## src/rtl/scan_pkg.sv

```systemverilog
package scan_pkg;

    localparam int HDR_MODE_BIT    = 7;
    localparam int HDR_TMS_PL_BIT  = 6;
    localparam int HDR_SH_PL_BIT   = 4;
    localparam int HDR_CAPTURE_BIT = 2;

    typedef enum logic [2:0] {
        S_IDLE,
        S_LEN,
        S_TMSB,
        S_LOAD,
        S_RUN,
        S_PUSH
    } seq_state_e;

    typedef struct packed {
        seq_state_e  st;
        logic [1:0]  ph;
        logic        tdi_mode;
        logic        capture;
        logic        payload;
        logic [6:0]  last;
        logic [7:0]  cnt;
        logic [7:0]  sh;
        logic        tck;
        logic        tms;
        logic        tdi;
        logic [31:0] cap;
        logic [4:0]  capn;
    } seq_t;

endpackage

```

## src/rtl/scan_fifo.sv

```systemverilog
module scan_fifo #(
    parameter int W     = 32,
    parameter int DEPTH = 4,
    localparam int PW   = (DEPTH > 1) ? $clog2(DEPTH) : 1,
    localparam int CW   = $clog2(DEPTH + 1)
) (
    input  logic          clk,
    input  logic          rst_n,
    input  logic          push,
    input  logic [W-1:0]  din,
    input  logic          pop,
    output logic [W-1:0]  dout,
    output logic          full,
    output logic          empty,
    output logic [CW-1:0] count
);

    logic [W-1:0]  mem [DEPTH];
    logic [PW-1:0] wp_d, wp_q, rp_d, rp_q;
    logic [CW-1:0] cnt_d, cnt_q;
    logic          do_push, do_pop;

    function automatic logic [PW-1:0] bump(input logic [PW-1:0] p);
        return (p == PW'(DEPTH - 1)) ? '0 : p + 1'b1;
    endfunction

    always_comb begin
        do_push = push && (cnt_q != CW'(DEPTH));
        do_pop  = pop && (cnt_q != '0);
        wp_d    = do_push ? bump(wp_q) : wp_q;
        rp_d    = do_pop ? bump(rp_q) : rp_q;
        cnt_d   = cnt_q + CW'(do_push) - CW'(do_pop);
    end

    always_ff @(posedge clk) begin
        if (!rst_n) begin
            wp_q  <= '0;
            rp_q  <= '0;
            cnt_q <= '0;
        end else begin
            wp_q  <= wp_d;
            rp_q  <= rp_d;
            cnt_q <= cnt_d;
        end
    end

    always_ff @(posedge clk) begin
        if (do_push) mem[wp_q] <= din;
    end

    assign dout  = mem[rp_q];
    assign full  = (cnt_q == CW'(DEPTH));
    assign empty = (cnt_q == '0);
    assign count = cnt_q;

    AST_NO_OVERFLOW: assert property (@(posedge clk) disable iff (!rst_n)
        (push && full && !pop) |=> $stable(count));
    AST_NO_UNDERFLOW: assert property (@(posedge clk) disable iff (!rst_n)
        (pop && empty && !push) |=> $stable(count));

endmodule

```

## src/rtl/scan_unpack.sv

```systemverilog
module scan_unpack (
    input  logic        clk,
    input  logic        rst_n,
    input  logic        ent_valid,
    input  logic [1:0]  ent_size,
    input  logic [31:0] ent_data,
    output logic        ent_pop,
    output logic        byte_valid,
    output logic [7:0]  byte_data,
    input  logic        byte_take
);

    logic [1:0] idx_d, idx_q;
    logic [1:0] last_idx;

    always_comb begin
        case (ent_size)
            2'd0:    last_idx = 2'd0;
            2'd1:    last_idx = 2'd1;
            default: last_idx = 2'd3;
        endcase
        byte_valid = ent_valid;
        byte_data  = ent_data[{idx_q, 3'b000} +: 8];
        ent_pop    = byte_take && ent_valid && (idx_q == last_idx);
        idx_d      = idx_q;
        if (byte_take && ent_valid) idx_d = (idx_q == last_idx) ? 2'd0 : idx_q + 2'd1;
    end

    always_ff @(posedge clk) begin
        if (!rst_n) idx_q <= '0;
        else        idx_q <= idx_d;
    end

    AST_IDX_IN_RANGE: assert property (@(posedge clk) disable iff (!rst_n)
        ent_valid |-> (idx_q <= last_idx));

endmodule

```

## src/rtl/scan_seq.sv

```systemverilog
module scan_seq
    import scan_pkg::*;
(
    input  logic        clk,
    input  logic        rst_n,
    input  logic        byte_valid,
    input  logic [7:0]  byte_data,
    output logic        byte_take,
    input  logic        tdo,
    output logic        tck,
    output logic        tms,
    output logic        tdi,
    output logic        busy,
    input  logic        rf_full,
    output logic        rf_push,
    output logic [31:0] rf_data
);

    seq_t d, q;
    logic [2:0] tms_idx, tdi_idx;
    logic [7:0] src;
    logic       need_byte, last_bit;

    always_comb begin
        d         = q;
        byte_take = 1'b0;
        rf_push   = 1'b0;
        tms_idx   = (q.cnt >= 8'd5) ? 3'd5 : q.cnt[2:0];
        tdi_idx   = (q.cnt >= 8'd7) ? 3'd7 : q.cnt[2:0];
        last_bit  = (q.cnt[6:0] == q.last);
        need_byte = q.payload && (q.cnt[2:0] == 3'd0);
        src       = need_byte ? byte_data : q.sh;
        case (q.st)
            S_IDLE: begin
                d.tms = 1'b0;
                d.tdi = 1'b0;
                if (byte_valid) begin
                    byte_take = 1'b1;
                    d.cnt  = '0;
                    d.capn = '0;
                    d.cap  = '0;
                    d.sh   = '0;
                    if (!byte_data[HDR_MODE_BIT]) begin
                        d.tdi_mode = 1'b0;
                        d.capture  = 1'b0;
                        d.last     = {1'b0, byte_data[5:0]};
                        d.payload  = byte_data[HDR_TMS_PL_BIT];
                        d.st       = byte_data[HDR_TMS_PL_BIT] ? S_TMSB : S_LOAD;
                    end else begin
                        d.tdi_mode = 1'b1;
                        d.capture  = byte_data[HDR_CAPTURE_BIT];
                        d.payload  = byte_data[HDR_SH_PL_BIT];
                        d.st       = S_LEN;
                    end
                end
            end
            S_TMSB: begin
                if (byte_valid) begin
                    byte_take = 1'b1;
                    d.sh      = byte_data;
                    d.st      = S_LOAD;
                end
            end
            S_LEN: begin
                if (byte_valid) begin
                    byte_take = 1'b1;
                    d.last    = byte_data[6:0];
                    d.st      = S_LOAD;
                end
            end
            S_LOAD: begin
                if (q.tdi_mode) begin
                    if (!(need_byte && !byte_valid)) begin
                        byte_take = need_byte;
                        d.tdi = q.payload & src[0];
                        d.sh  = src >> 1;
                        d.tms = last_bit;
                        d.ph  = 2'd1;
                        d.st  = S_RUN;
                    end
                end else begin
                    d.tms = q.last[tms_idx];
                    d.tdi = q.sh[tdi_idx];
                    d.ph  = 2'd1;
                    d.st  = S_RUN;
                end
            end
            S_RUN: begin
                case (q.ph)
                    2'd1: begin
                        d.ph  = 2'd2;
                        d.tck = 1'b1;
                        if (q.tdi_mode && q.capture) d.cap[q.capn] = tdo;
                    end
                    2'd2: d.ph = 2'd3;
                    default: begin
                        d.tck = 1'b0;
                        d.ph  = 2'd0;
                        d.cnt = q.cnt + 8'd1;
                        if (q.tdi_mode && q.capture) begin
                            d.capn = q.capn + 5'd1;
                            d.st   = (q.capn == 5'd31 || last_bit) ? S_PUSH : S_LOAD;
                        end else begin
                            d.st   = last_bit ? S_IDLE : S_LOAD;
                        end
                    end
                endcase
            end
            S_PUSH: begin
                if (!rf_full) begin
                    rf_push = 1'b1;
                    d.cap   = '0;
                    d.capn  = '0;
                    d.st    = (q.cnt > {1'b0, q.last}) ? S_IDLE : S_LOAD;
                end
            end
            default: d.st = S_IDLE;
        endcase
    end

    always_ff @(posedge clk) begin
        if (!rst_n) begin
            q    <= '0;
            q.st <= S_IDLE;
        end else begin
            q <= d;
        end
    end

    assign tck     = q.tck;
    assign tms     = q.tms;
    assign tdi     = q.tdi;
    assign busy    = (q.st != S_IDLE);
    assign rf_data = q.cap;

    AST_TCK_HIGH_TWO: assert property (@(posedge clk) disable iff (!rst_n)
        $rose(tck) |=> tck);
    AST_PINS_STABLE_HIGH: assert property (@(posedge clk) disable iff (!rst_n)
        tck |=> ($stable(tms) && $stable(tdi)));
    AST_SHIFT_TMS_LOW: assert property (@(posedge clk) disable iff (!rst_n)
        ($rose(tck) && q.tdi_mode && (q.cnt[6:0] != q.last)) |-> !tms);
    AST_IDLE_QUIET: assert property (@(posedge clk) disable iff (!rst_n)
        !busy |-> !tck);
    AST_PARK_ON_FULL: assert property (@(posedge clk) disable iff (!rst_n)
        (q.st == S_PUSH && rf_full) |=> (!tck && busy));

endmodule

```

## src/rtl/jtag_scan_engine.sv

```systemverilog
module jtag_scan_engine #(
    parameter int NUM_PORTS = 8,
    parameter int WF_DEPTH  = 4,
    parameter int RF_DEPTH  = 4,
    localparam int WCW      = $clog2(WF_DEPTH + 1),
    localparam int RCW      = $clog2(RF_DEPTH + 1)
) (
    input  logic                 clk,
    input  logic                 rst_n,
    input  logic                 wr_en,
    input  logic [1:0]           wr_size,
    input  logic [31:0]          wr_data,
    input  logic                 psel_wr,
    input  logic [NUM_PORTS-1:0] psel_data,
    input  logic                 rd_en,
    output logic [31:0]          rd_data,
    output logic                 rd_valid,
    output logic [31:0]          status,
    output logic [NUM_PORTS-1:0] port_en,
    output logic [NUM_PORTS-1:0] jtag_tck,
    output logic [NUM_PORTS-1:0] jtag_tms,
    output logic [NUM_PORTS-1:0] jtag_tdi,
    input  logic [NUM_PORTS-1:0] jtag_tdo
);

    logic [NUM_PORTS-1:0] pen_d, pen_q;
    logic [33:0]          wf_dout;
    logic                 wf_full, wf_empty, wf_pop;
    logic [WCW-1:0]       wf_count;
    logic                 rf_full, rf_empty, rf_push;
    logic [RCW-1:0]       rf_count;
    logic [31:0]          rf_din;
    logic                 byte_valid, byte_take;
    logic [7:0]           byte_data;
    logic                 tck, tms, tdi, tdo_sel, busy;

    always_comb begin
        pen_d = pen_q;
        if (psel_wr && ($countones(psel_data) <= 1)) pen_d = psel_data;
    end

    always_ff @(posedge clk) begin
        if (!rst_n) pen_q <= '0;
        else        pen_q <= pen_d;
    end

    scan_fifo #(.W(34), .DEPTH(WF_DEPTH)) u_wfifo (
        .clk(clk), .rst_n(rst_n), .push(wr_en), .din({wr_size, wr_data}),
        .pop(wf_pop), .dout(wf_dout), .full(wf_full), .empty(wf_empty),
        .count(wf_count)
    );

    scan_unpack u_unpack (
        .clk(clk), .rst_n(rst_n), .ent_valid(!wf_empty), .ent_size(wf_dout[33:32]),
        .ent_data(wf_dout[31:0]), .ent_pop(wf_pop), .byte_valid(byte_valid),
        .byte_data(byte_data), .byte_take(byte_take)
    );

    scan_seq u_seq (
        .clk(clk), .rst_n(rst_n), .byte_valid(byte_valid), .byte_data(byte_data),
        .byte_take(byte_take), .tdo(tdo_sel), .tck(tck), .tms(tms), .tdi(tdi),
        .busy(busy), .rf_full(rf_full), .rf_push(rf_push), .rf_data(rf_din)
    );

    scan_fifo #(.W(32), .DEPTH(RF_DEPTH)) u_rfifo (
        .clk(clk), .rst_n(rst_n), .push(rf_push), .din(rf_din),
        .pop(rd_en), .dout(rd_data), .full(rf_full), .empty(rf_empty),
        .count(rf_count)
    );

    assign tdo_sel  = |(jtag_tdo & pen_q);
    assign rd_valid = !rf_empty;
    assign port_en  = pen_q;
    assign status   = {busy, 3'(wf_count), 28'd0};

    for (genvar p = 0; p < NUM_PORTS; p++) begin : g_port
        assign jtag_tck[p] = pen_q[p] & tck;
        assign jtag_tms[p] = pen_q[p] & tms;
        assign jtag_tdi[p] = pen_q[p] & tdi;
    end

    AST_ONE_PORT: assert property (@(posedge clk) disable iff (!rst_n)
        $onehot0(port_en));
    AST_WF_FULL_DROP: assert property (@(posedge clk) disable iff (!rst_n)
        (wr_en && wf_full && !wf_pop) |=> (status[30:28] == 3'(WF_DEPTH)));

endmodule

```

## config.mk

```make
export PLATFORM = sky130hd
export DESIGN_NAME = jtag_scan_engine
export DESIGN_NICKNAME = d
export VERILOG_FILES = /design/src/rtl/scan_pkg.sv /design/src/rtl/scan_fifo.sv /design/src/rtl/scan_unpack.sv /design/src/rtl/scan_seq.sv /design/src/rtl/jtag_scan_engine.sv
export SDC_FILE = /design/constraint.sdc
export NUM_CORES = 1
export LEC_CHECK = 0
export ABC_AREA = 1
export BUFFER_PORTS_ARGS = -buffer_cell sky130_fd_sc_hd__buf_2
export CAP_MARGIN = 20
export CORE_MARGIN = 2
export CORE_UTILIZATION = 30
export CTS_BUF_LIST = sky130_fd_sc_hd__clkbuf_8 sky130_fd_sc_hd__clkbuf_16
export CTS_CLUSTER_SIZE = 20
export DETAILED_ROUTE_END_ITERATION = 7
export GPL_TIMING_DRIVEN = 0
export HOLD_SLACK_MARGIN = 0.03
export SYNTH_ARGS = -nofsm -noshare
export SYNTH_HDL_FRONTEND = slang
export SYNTH_SLANG_ARGS = --single-unit
```

## constraint.sdc

```tcl
create_clock -name clk -period 4.3 [get_ports clk]
set_input_delay 0.86 -clock clk [delete_from_list [all_inputs] [get_ports clk]]
set_output_delay 0.86 -clock clk [all_outputs]
set_load 0.01 [all_outputs]
```

==> results.ini, run 1 <==
[synth]
synth_edf_count = 264
yosysWarnings = 0
synth_top_area_share_pct = 50.5
syn_inst = 1516
ys.flop_type = edfxtp_1
ys_seq_elements = 363
synth_area_sq_um = 15700
synth_area_leader_cell = edfxtp_1
ys_seq_area_share_pct = 63.1
synth_cell_type_count = 44
yosys-top-cells-area = edfxtp_1, dfxtp_1, nor2_1, o21ai_0, nand2_1
synth_area_per_cell_sq_um = 10.4
async_reset_ff_share_pct = 0

[drt]
drc = 0
first_pass_iters = 5
avgRoutedWirePerCell_um = 16.3
antenna_left = 0
num_vias = 11500
vias_per_cell = 4.73
drt_iter0_markers = 770
wl_um = 39500

[pwr]
ir_drop_mv = 0.419
power_leakage_nw = 7.38
p_per_area_nw_per_um2 = 617

[die]
io_pins = 152
die_area_sq_um = 54200
die-height_um = 233
core_area_sq_um = 51500
row_count = 83
die_w_um = 233
initial_utilization_pct = 30.5

[finish]
drive_above_1_share_pct = 15.5
layout.nets = 1812
final_area_sq_um = 18800
post-route-util_pct = 36.6
area.growth.synth_to_final_pct = 19.9
fillerInstances = 5153

[worst_setup_path]
cp_common_cell = inv_1
path_class = reg -> reg
cp_data_required_time_ns = 4.72
cp-end-kind = flip-flop
worstPathMaxFanout = 11
arrival_ns = 4.33
crit_cells = 17
startpoint_type = flip-flop
cp_top_family = buffers and inverters
slowest_delay_ns = 0.41
critPathBufInv = 6
worstSetupStartpoint = u_seq.q[48]
rr_worst_depth = 17
timing.rr.start = u_seq.q[48]
cp_slowest_cell = a31oi_1
path_cells = inv_1 -> clkbuf_1 -> ha_1 -> nand3_2 -> inv_1 -> nand2_1 -> a31oi_1 -> nand3_1 -> inv_1 -> ha_1 -> inv_1 -> ha_1 -> inv_1 -> fa_1 -> xor2_1 -> o21ai_0 -> a21oi_1

[timing]
fin_skew_ns = 0.0363
tightest_slew_ns = 0.715
whs_ns = 0.464
post-route-min-period_ns = 3.91
fmax_mhz = 256
finalMaxSlewViolations = 0
max_slew_margin_pct = 52.3
hold_viol = 0
setup_violations = 0
rsz0062_at_grt = no
period_share_pct = 91.0

[global_route]
grt_overflow = 0
grt_max_degree = 28
track_usage_pct = 14.4
grt_pass1_vias = 11200
grt_pass1_wl_um = 61200
antenna_found_initial = 2

[clock_tree]
post_cts_buffers = 0
postCtsHoldBufs = 0
clock-sinks = 363
htree_levels = 2
cts_buffers = 40
tritoncts = done
cts_buffer_depth = 3
clk_latency_ns = 0.56
path_clk_slew_ns = 0.06
cts-resized-gates = 0
clockRootBuffer = clkbuf_16

[outcome]
status = complete, no violations

[hold_path]
hold_start = u_seq.q[64]
min_path_type = reg -> reg
hold_depth = 2

[placed_design]
dpl-instance-area_sq_um = 17500
hpwl_um = 26800
routabilityCongestion = 0.829
io_buffers = 123

[run]
maxCapViolCount = 0

[cell usage in the layout, fill, tap and decap left out, types with 6 or more instances in the layout]
| master | synthesis | final |
|---|---|---|
| edfxtp_1 | 264 | 264 |
| nor2_1 | 224 | 216 |
| nand2_1 | 173 | 173 |
| o21ai_0 | 165 | 165 |
| inv_1 | 139 | 149 |
| buf_2 | 18 | 141 |
| dfxtp_1 | 99 | 99 |
| a21oi_1 | 74 | 74 |
| nand3_1 | 61 | 61 |
| clkbuf_16 | 0 | 40 |
| clkbuf_1 | 35 | 35 |
| buf_4 | 33 | 34 |
| ha_1 | 34 | 34 |
| o22ai_1 | 32 | 32 |
| a211oi_1 | 30 | 30 |
| o211ai_1 | 28 | 28 |
| conb_1 | 1 | 28 |
| nor3_1 | 24 | 24 |
| nor2_4 | 2 | 10 |
| clkinv_1 | 5 | 10 |
| nand4_1 | 8 | 8 |
| buf_12 | 0 | 7 |
| a31oi_1 | 6 | 6 |
| buf_1 | 6 | 6 |
| fa_1 | 6 | 6 |
| clkinv_2 | 0 | 6 |
[tightest hold or removal path, stage by stage, from the launching register on]
cell and delay [ns]:
dfxtp_1 0.31, nand2_1 0.06, nand2_1 0.04
[final cells by class]
type	instances	area, sq um	area share, %
clock buffers	41	1010	5.39
diodes	1	2.50	0.0133
flip-flops and latches	363	9910	52.6
plain buffers	95	526	2.79
multi-input cells	938	4890	26.0
repair buffers	132	791	4.20
inverters	147	552	2.93
clock inverters	32	295	1.57
well taps	680	851	4.52
[registers in the layout (all words and copies together) (netlist names), named ones only]
register and count:
u_seq.tck 1, u_wfifo.rp_q 2, u_rfifo.count 3, u_wfifo.wp_q 2
u_rfifo.wp_q 2, u_rfifo.rp_q 2, u_wfifo.count 3, u_wfifo.mem 136
u_seq.tms 1, u_seq.tdi 1, u_rfifo.mem 128, u_seq.rf_data 32
u_seq.q 36, u_unpack.idx_q 2, port_en 8
[cell families after synthesis]
kind of cell               after synthesis  share of synthesized area (%)
and+or+nand+nor                        512                           13.5
DFF                                    363                           63.1
AOI/OAI and AO/OA                      354                           12.8
buffers and inverters                  242                           6.86
adders and majority gates               40                           3.47
xor gates and xnor gates                 4                          0.223
other                                    1                         0.0239
[where the power goes]
| part | total, mW | switching [mW] | internal [mW] | leakage [nW] |
|---|---|---|---|---|
| logic | 3.89 | 2.70 | 1.19 | 3.44 |
| clock network | 3.42 | 1.40 | 2.02 | 0.682 |
| registers | 4.32 | 0.222 | 4.09 | 3.26 |
[cell usage after synthesis, types with 3 or more instances]
library cell  instances
clkbuf_1             35
nor4_1                5
buf_1                 6
nor3_1               24
clkinv_1              5
fa_1                  6
nand2_2               3
a21oi_1              74
nand4_1               8
nand2_1             173
a31oi_1               6
nand3_1              61
buf_6                 3
nor3b_1               4
nor2_1              224
buf_2                18
edfxtp_1            264
o21ai_1               3
xor2_1                3
o22ai_1              32
o21ai_0             165
buf_4                33
o211ai_1             28
a211oi_1             30
a21boi_0              4
dfxtp_1              99
a22o_1                4
nor2_2                5
inv_1               139
ha_1                 34
inv_2                 3
[metrics by stage]
stage          std cells  setup TNS, ns  worst slack [ns]  power (mW)
2_1_floorplan       1543              0             0.432        6.87
3_5_place_dp        2354         -0.217           -0.0691        8.29
4_1_cts             2427              0             0.447        11.7
3_3_place_gp        2346         -10.69            -0.117        8.18
5_1_grt             2429              0            0.0271        12.4
6_report            2429              0             0.388        11.6
[worst paths after layout]
path                                    endpoint  slack [ns]
worst max-delay path            u_wfifo.count[2]        0.39
worst min-delay path                 u_seq.q[64]        0.46
worst max register to register  u_wfifo.count[2]        0.39
worst min register to register       u_seq.q[64]        0.46
[routing by layer]
| metal | GRT usage (%) | part of all wire (%) |
|---|---|---|
| met4 | 5.21 | 2.8 |
| met2 | 24.8 | 49 |
| met3 | 2.25 | 5.7 |
| met5 | 0 | 0.028 |
| met1 | 18.2 | 43 |
(Power assumes the default switching activity.)
==> inputs of run 2 (changes only) <==
--- a/config.mk
+++ b/config.mk
@@ -5,7 +5,7 @@
 export SDC_FILE = /design/constraint.sdc
 export NUM_CORES = 1
 export LEC_CHECK = 0
-export ABC_AREA = 1
+export ABC_AREA = 0
 export BUFFER_PORTS_ARGS = -buffer_cell sky130_fd_sc_hd__buf_2
 export CAP_MARGIN = 20
 export CORE_MARGIN = 2
==> run 2 against run 1 <==
Net effect: setup slack gained 0.048 ns; total power fell by 17%; clock skew shrank 0.024 ns; highest routed layer unchanged; critical endpoint is now port_en[5]; die area is 2.0% lower; utilization down 0.14 points; sequential share of layout area increased by 1.4 points; final cell count fell by 18%; sequential power fell by 4%; register-to-register slack better by 0.31 ns; synthesized area is 2.1% lower; final area is 2.6% lower; non-clock buffer count fell by 7.
==> results.ini, run 2 <==
[timing]
hold_viol = 0  ; unchanged
fmax_mhz = 259  ; +1.2%
max_slew_margin_pct = 37.9  ; -14 points
period_share_pct = 89.9  ; -1.1 points
setup_violations = 0  ; unchanged
rsz0062_at_grt = no
tightest_slew_ns = 0.929  ; +0.214 ns
whs_ns = 0.471  ; +0.00666 ns
setup_slack_ns = 0.436  ; +0.0477 ns
fin_skew_ns = 0.0126  ; -0.0237 ns
post-route-min-period_ns = 3.86  ; -0.0477 ns
finalMaxSlewViolations = 0  ; unchanged
fin_tns_setup_ns = 0  ; unchanged

[run]
maxCapViolCount = 0  ; unchanged

[die]
die_area_sq_um = 53100  ; -2.0%
die-height_um = 230  ; -1.0%
core_area_sq_um = 50400  ; -2.2%
row_count = 82  ; -1.2%
initial_utilization_pct = 30.5  ; +0.038 points
io_pins = 152  ; unchanged
die_w_um = 230  ; -1.0%

[synth]
synth_common_cells = edfxtp_1, dfxtp_1, a21oi_1
synthXorXnorAreaFrac_pct = 0.797  ; +0.57 points
yosysMostFrequentCell = edfxtp_1
ys.flop_type = edfxtp_1
synth_top_area_share_pct = 51.5  ; +1.1 points
synth_area_per_cell_sq_um = 14.2  ; +37%
yosys-top-cells-area = edfxtp_1, dfxtp_1, mux4_2, a21oi_1, ha_1
synth_cell_type_count = 62  ; +41%
async_reset_ff_share_pct = 0  ; unchanged
synth_adder_area_share_pct = 3.55  ; +0.074 points
ys_seq_area_share_pct = 64.4  ; +1.3 points
yosysWarnings = 0  ; unchanged
synth.mux.area_fraction_pct = 11.5  ; +11 points
synth_edf_count = 264  ; unchanged
synth_area_sq_um = 15400  ; -2.1%
syn_inst = 1087  ; -28%
synth-simple-area-share_pct = 7.90  ; -5.6 points
ys_seq_elements = 363  ; unchanged
synth_compound_area_share_pct = 7.80  ; -5.0 points
synth_top_family_by_area = multiplexers
synth_area_leader_cell = edfxtp_1

[clock_tree]
htree_levels = 2  ; unchanged
cts_buffers = 38  ; -5.0%
cts_buffer_depth = 3  ; unchanged
path_clk_slew_ns = 0.06  ; about the same
clock-sinks = 363  ; unchanged
post_cts_buffers = 0  ; unchanged
cts-resized-gates = 0  ; unchanged
clockRootBuffer = clkbuf_16
tritoncts = done
postCtsHoldBufs = 0  ; unchanged
clk_latency_ns = 0.53  ; -0.03 ns

[placed_design]
pre_cts_ws_ns = -0.108  ; -0.0386 ns
routabilityCongestion = 0.835  ; +0.71%
hpwl_um = 23000  ; -14%
io_buffers = 123  ; unchanged
placed_cells = 1917  ; -19%

[drt]
vias_per_cell = 4.70  ; -0.56%
num_vias = 9339  ; -19%
drt_iter0_markers = 564  ; -27%
first_pass_iters = 5  ; unchanged
avgRoutedWirePerCell_um = 16.9  ; +4.1%
antenna_left = 0  ; unchanged
wl_um = 33600  ; -15%
drc = 0  ; unchanged

[outcome]
status = complete, no violations

[worst_setup_path]
worstSetupStartpoint = psel_data[0]
rr_worst_depth = 16  ; -1
rrSetupSlack_ns = 0.70  ; +0.31 ns
timing.rr.start = u_seq.q[49]
cp_data_required_time_ns = 4.69  ; -0.03 ns
startpoint_type = input pin
timing.rr.end = u_wfifo.count[2]
arrival_ns = 4.26  ; -0.07 ns
cp-end-kind = flip-flop
worstPathMaxFanout = 8  ; -3
critPathCapture = port_en[5]
path_class = in -> reg

[global_route]
grt_pass1_wl_um = 52400  ; -14%
track_usage_pct = 12.5  ; -1.9 points
grt_max_degree = 32  ; +14%
antenna_found_initial = 4  ; +2
grt_overflow = 0  ; unchanged
grt_pass1_vias = 9278  ; -17%

[finish]
mostFrequentLayoutCells = edfxtp_1, buf_2, dfxtp_1, a21oi_1, nand2_1
multiInputGateArea_sq_um = 4960  ; +1.5%
top_register = u_wfifo.mem
area.growth.synth_to_final_pct = 19.2
final_common_cell = edfxtp_1
post-route-util_pct = 36.4  ; -0.14 points
seqCellArea_sq_um = 9910  ; unchanged
layout.nets = 1380  ; -24%
fillerInstances = 4824  ; -6.4%
largest_reg_flops = 136  ; unchanged
top_regs = u_wfifo.mem: 136 flops, u_rfifo.mem: 128 flops, u_seq.q: 36 flops
final_cell_count_no_fill = 1986  ; -18%
drive_above_1_share_pct = 22.6  ; +7.1 points

[pwr]
ir_drop_mv = 0.355  ; -15%
power_leakage_nw = 6.54  ; -11%
p_per_area_nw_per_um2 = 526  ; -15%

[hold_path]
min_path_type = reg -> reg

run 2: final cells by class:
| cell class | count | area share [%] |
|---|---|---|
| sequential | 363 | 54.0 |
| multi-input combinational | 624 | 27.1 |
| clock buffer | 40 | 5.39 |
| tap | 672 | 4.58 |
| timing repair buffer | 131 | 4.27 |
| buffer | 89 | 2.62 |
| clock inverter | 27 | 1.25 |
| inverter | 38 | 0.777 |
| antenna | 2 | 0.0273 |
run 2: where the power goes:
part | internal [mW] | leakage, nW | switching [mW]
combinational | 0.969 | 2.67 | 1.30
sequential | 3.98 | 3.23 | 0.166
clock | 1.90 | 0.634 | 1.33
run 2: how the worst min path moves through the flow:
| stage | from | to | slack (ns) | cells past startpoint |
|---|---|---|---|---|
| CTS | u_seq.q[64] | u_seq.q[64] | 0.47 | 2 |
| finish | u_seq.q[64] | u_seq.q[64] | 0.47 | 2 |
| floorplan | u_seq.q[64] | u_seq.q[64] | 0.45 | 2 |
| global route | u_seq.q[64] | u_seq.q[64] | 0.48 | 2 |
| global placement | u_seq.q[64] | u_seq.q[64] | 0.45 | 2 |
| detailed placement | u_seq.q[64] | u_seq.q[64] | 0.46 | 2 |
run 2: cell families (layout without fill, tap and decap cells):
logic type,after synthesis,in the layout
buffers and inverters,127,325
XOR/XNOR,14,14
flip-flops,363,363
AO/OA/AOI/OAI,203,203
other,1,30
multiplexers,91,91
AND/OR/NAND/NOR,248,248
adder cells (fa/ha/maj),40,40
run 2: through the flow:
| stage | cell area [sq um] | power [mW] |
|---|---|---|
| finish | 18300 | 9.65 |
| global route | 18300 | 10.2 |
| CTS | 18300 | 9.77 |
| detailed placement | 17100 | 6.53 |
| global placement | 16900 | 6.48 |
| floorplan | 15500 | 5.80 |
run 2: per-layer routing:
layer  track usage, %  routed length [um]  vias up
li1                 -                   -     4441
met1             16.1               14500     4609
met3             2.69                1770       61
met5                0                  24        -
met4             3.63                 746        4
met2             21.2               16600      224
run 2: worst max-delay path: stages:
cell and delay (ns):
buf_2 0.12, fa_1 0.53, inv_1 0.05, fa_1 0.45, fa_1 0.49, inv_1 0.05, ha_1 0.20, fa_1 0.38
o21ai_0 0.19, and3b_1 0.18, clkbuf_1 0.45, mux2i_1 0.26, nor2_1 0.05
==> inputs of run 3 (changes only) <==
--- a/config.mk
+++ b/config.mk
@@ -8,6 +8,7 @@
 export ABC_AREA = 0
 export BUFFER_PORTS_ARGS = -buffer_cell sky130_fd_sc_hd__buf_2
 export CAP_MARGIN = 20
+export CORE_ASPECT_RATIO = 0.9
 export CORE_MARGIN = 2
 export CORE_UTILIZATION = 30
 export CTS_BUF_LIST = sky130_fd_sc_hd__clkbuf_8 sky130_fd_sc_hd__clkbuf_16
==> run 3 against run 2 <==
Net effect: total power fell by 0.49%; sequential cell count unchanged; register-to-register slack got worse by 0.06 ns; routed wire length up 2.2%; hold slack improved by 0.0079 ns; clock power shrank 2%; non-clock buffer count unchanged; first-iteration DRC count up 7.3%; via count rose by 0.18%; global-route usage rose by 0.24 points; critical path type unchanged; sequential power is essentially flat; die area is essentially flat.
==> results.ini, run 3 (synthesis results as in run 2) <==
[outcome]
status = complete, no violations

[drt]
vias_per_cell = 4.69  ; -0.22%
drc = 0  ; unchanged
num_vias = 9356  ; +0.18%
antenna_left = 0  ; unchanged
first_pass_iters = 5  ; unchanged
avgRoutedWirePerCell_um = 17.2  ; +1.8%
wl_um = 34400  ; +2.2%
drt_iter0_markers = 605  ; +7.3%

[hold_path]
hold_depth = 2  ; unchanged
min_path_type = reg -> reg

[global_route]
grt_pass1_vias = 9172  ; -1.1%
grt_overflow = 0  ; unchanged
antenna_found_initial = 9  ; +5
track_usage_pct = 12.8  ; +0.24 points
grt_pass1_wl_um = 53200  ; +1.4%
grt_max_degree = 34  ; +6.3%

[finish]
layout.nets = 1379  ; -0.072%
final_cell_count_no_fill = 1994  ; +0.40%
area.growth.synth_to_final_pct = 19.1
largest_reg_flops = 136  ; unchanged
mostFrequentLayoutCells = edfxtp_1, buf_2, dfxtp_1, a21oi_1, nand2_1
drive_above_1_share_pct = 22.9  ; +0.30 points
top_register = u_wfifo.mem
top_regs = u_wfifo.mem: 136 flops, u_rfifo.mem: 128 flops, u_seq.q: 36 flops
final_common_cell = edfxtp_1

[worst_setup_path]
cp_slowest_cell = fa_1
path_class = in -> reg
rr_worst_depth = 16  ; unchanged
cp_top_family = adder cells
startpoint_type = input pin
cp-end-kind = flip-flop
cp_common_cell = fa_1
critPathBufInv = 4  ; unchanged
path_cells = buf_2 -> fa_1 -> inv_1 -> fa_1 -> fa_1 -> inv_1 -> ha_1 -> fa_1 -> o21ai_0 -> and3b_1 -> clkbuf_1 -> mux2i_1 -> nor2_1
slowest_delay_ns = 0.53  ; about the same
cp_data_required_time_ns = 4.70  ; about the same
arrival_ns = 4.34  ; +0.08 ns
worstPathMaxFanout = 8  ; unchanged
crit_cells = 13  ; unchanged

[clock_tree]
tritoncts = done
htree_levels = 2  ; unchanged
clockRootBuffer = clkbuf_16
postCtsHoldBufs = 0  ; unchanged
clock-sinks = 363  ; unchanged
cts_buffers = 37  ; -2.6%
post_cts_buffers = 0  ; unchanged
clk_latency_ns = 0.54  ; about the same
path_clk_slew_ns = 0.06  ; about the same
cts_buffer_depth = 3  ; unchanged
cts-resized-gates = 0  ; unchanged

[pwr]
ir_drop_mv = 0.331  ; -6.8%
p_per_area_nw_per_um2 = 524  ; -0.38%
power_leakage_nw = 6.52  ; -0.24%
power.total_mw = 9.60  ; -0.49%

[placed_design]
pre_cts_ws_ns = -0.201  ; -0.0937 ns
hpwl_um = 23400  ; +1.6%
routabilityCongestion = 0.813  ; -2.6%
placed_cells = 1925  ; +0.42%
io_buffers = 123  ; unchanged

[timing]
period_share_pct = 91.6  ; +1.7 points
whs_ns = 0.479  ; +0.00790 ns
fmax_mhz = 254  ; -1.9%
hold_viol = 0  ; unchanged
rsz0062_at_grt = no
post-route-min-period_ns = 3.94  ; +0.0746 ns
setup_slack_ns = 0.361  ; -0.0746 ns
tightest_slew_ns = 0.936  ; +0.00739 ns
fin_skew_ns = 0.0215  ; +0.00886 ns
finalMaxSlewViolations = 0  ; unchanged
setup_violations = 0  ; unchanged
max_slew_margin_pct = 37.6  ; -0.36 points

[die]
core_area_sq_um = 50600  ; +0.35%
die_w_um = 243  ; +5.3%
io_pins = 152  ; unchanged
die-height_um = 219  ; -5.0%
row_count = 78  ; -4.9%
initial_utilization_pct = 30.4  ; -0.11 points
die_area_sq_um = 53100  ; about the same

[run]
maxCapViolCount = 0  ; unchanged

run 3: cell types whose count changed in the layout (fill, tap and decap cells not counted):
cell and change:
buf_16 -1, inv_16 +1, clkbuf_16 -2, clkinv_4 -1
clkinvlp_4 +2, inv_6 +1, clkinv_1 -4, clkbuf_8 +2
buf_12 +1, clkinv_2 +2, bufinv_16 -1
run 3: metal layers:
layer / global-route usage [%] / share of wire [%] / wire [um] / up-vias
met1: 17.4 / 46 / 15800 / 4613
li1: - / - / - / 4423
met5: 0 / 0.22 / 74 / -
met2: 20.7 / 46 / 16000 / 249
met4: 2.99 / 1.5 / 526 / 14
met3: 3.02 / 5.8 / 2000 / 57
run 3: power breakdown:
group | switching (mW) | internal (mW) | total [mW]
clock | 1.34 | 1.82 | 3.16
sequential | 0.166 | 3.98 | 4.15
combinational | 1.32 | 0.970 | 2.29
total | 2.83 | 6.77 | 9.60
run 3: area by class of cell:
type / instances / area (sq um)
tap: 680 / 851
inverter: 38 / 143
clock buffer: 40 / 967
clock inverter: 27 / 230
sequential: 363 / 9910
antenna: 2 / 5.00
fill: 4943 / 32200
multi-input combinational: 624 / 4960
buffer: 89 / 480
timing repair buffer: 131 / 776
run 3: worst min-delay path, stage by stage (launching register included):
cell	delay, ns
dfxtp_1	0.32
nand2_1	0.06
a21oi_1	0.05
run 3: final timing paths:
| check | start | end | slack, ns |
|---|---|---|---|
| worst max-delay path | psel_data[0] | port_en[7] | 0.36 |
| worst min-delay path | u_seq.q[64] | u_seq.q[64] | 0.48 |
| worst max register to register | u_seq.q[49] | u_wfifo.count[2] | 0.64 |
| worst min register to register | u_seq.q[64] | u_seq.q[64] | 0.48 |
run 3: per-stage QoR:
stage | area [sq um] | TNS, ns | util [%]
5_1_grt | 18300 | 0 | 36.2
6_report | 18300 | 0 | 36.3
3_3_place_gp | 17000 | -0.705 | 33.5
2_1_floorplan | 15500 | 0 | -
4_1_cts | 18300 | 0 | 36.2
3_5_place_dp | 17100 | -0.672 | 33.9
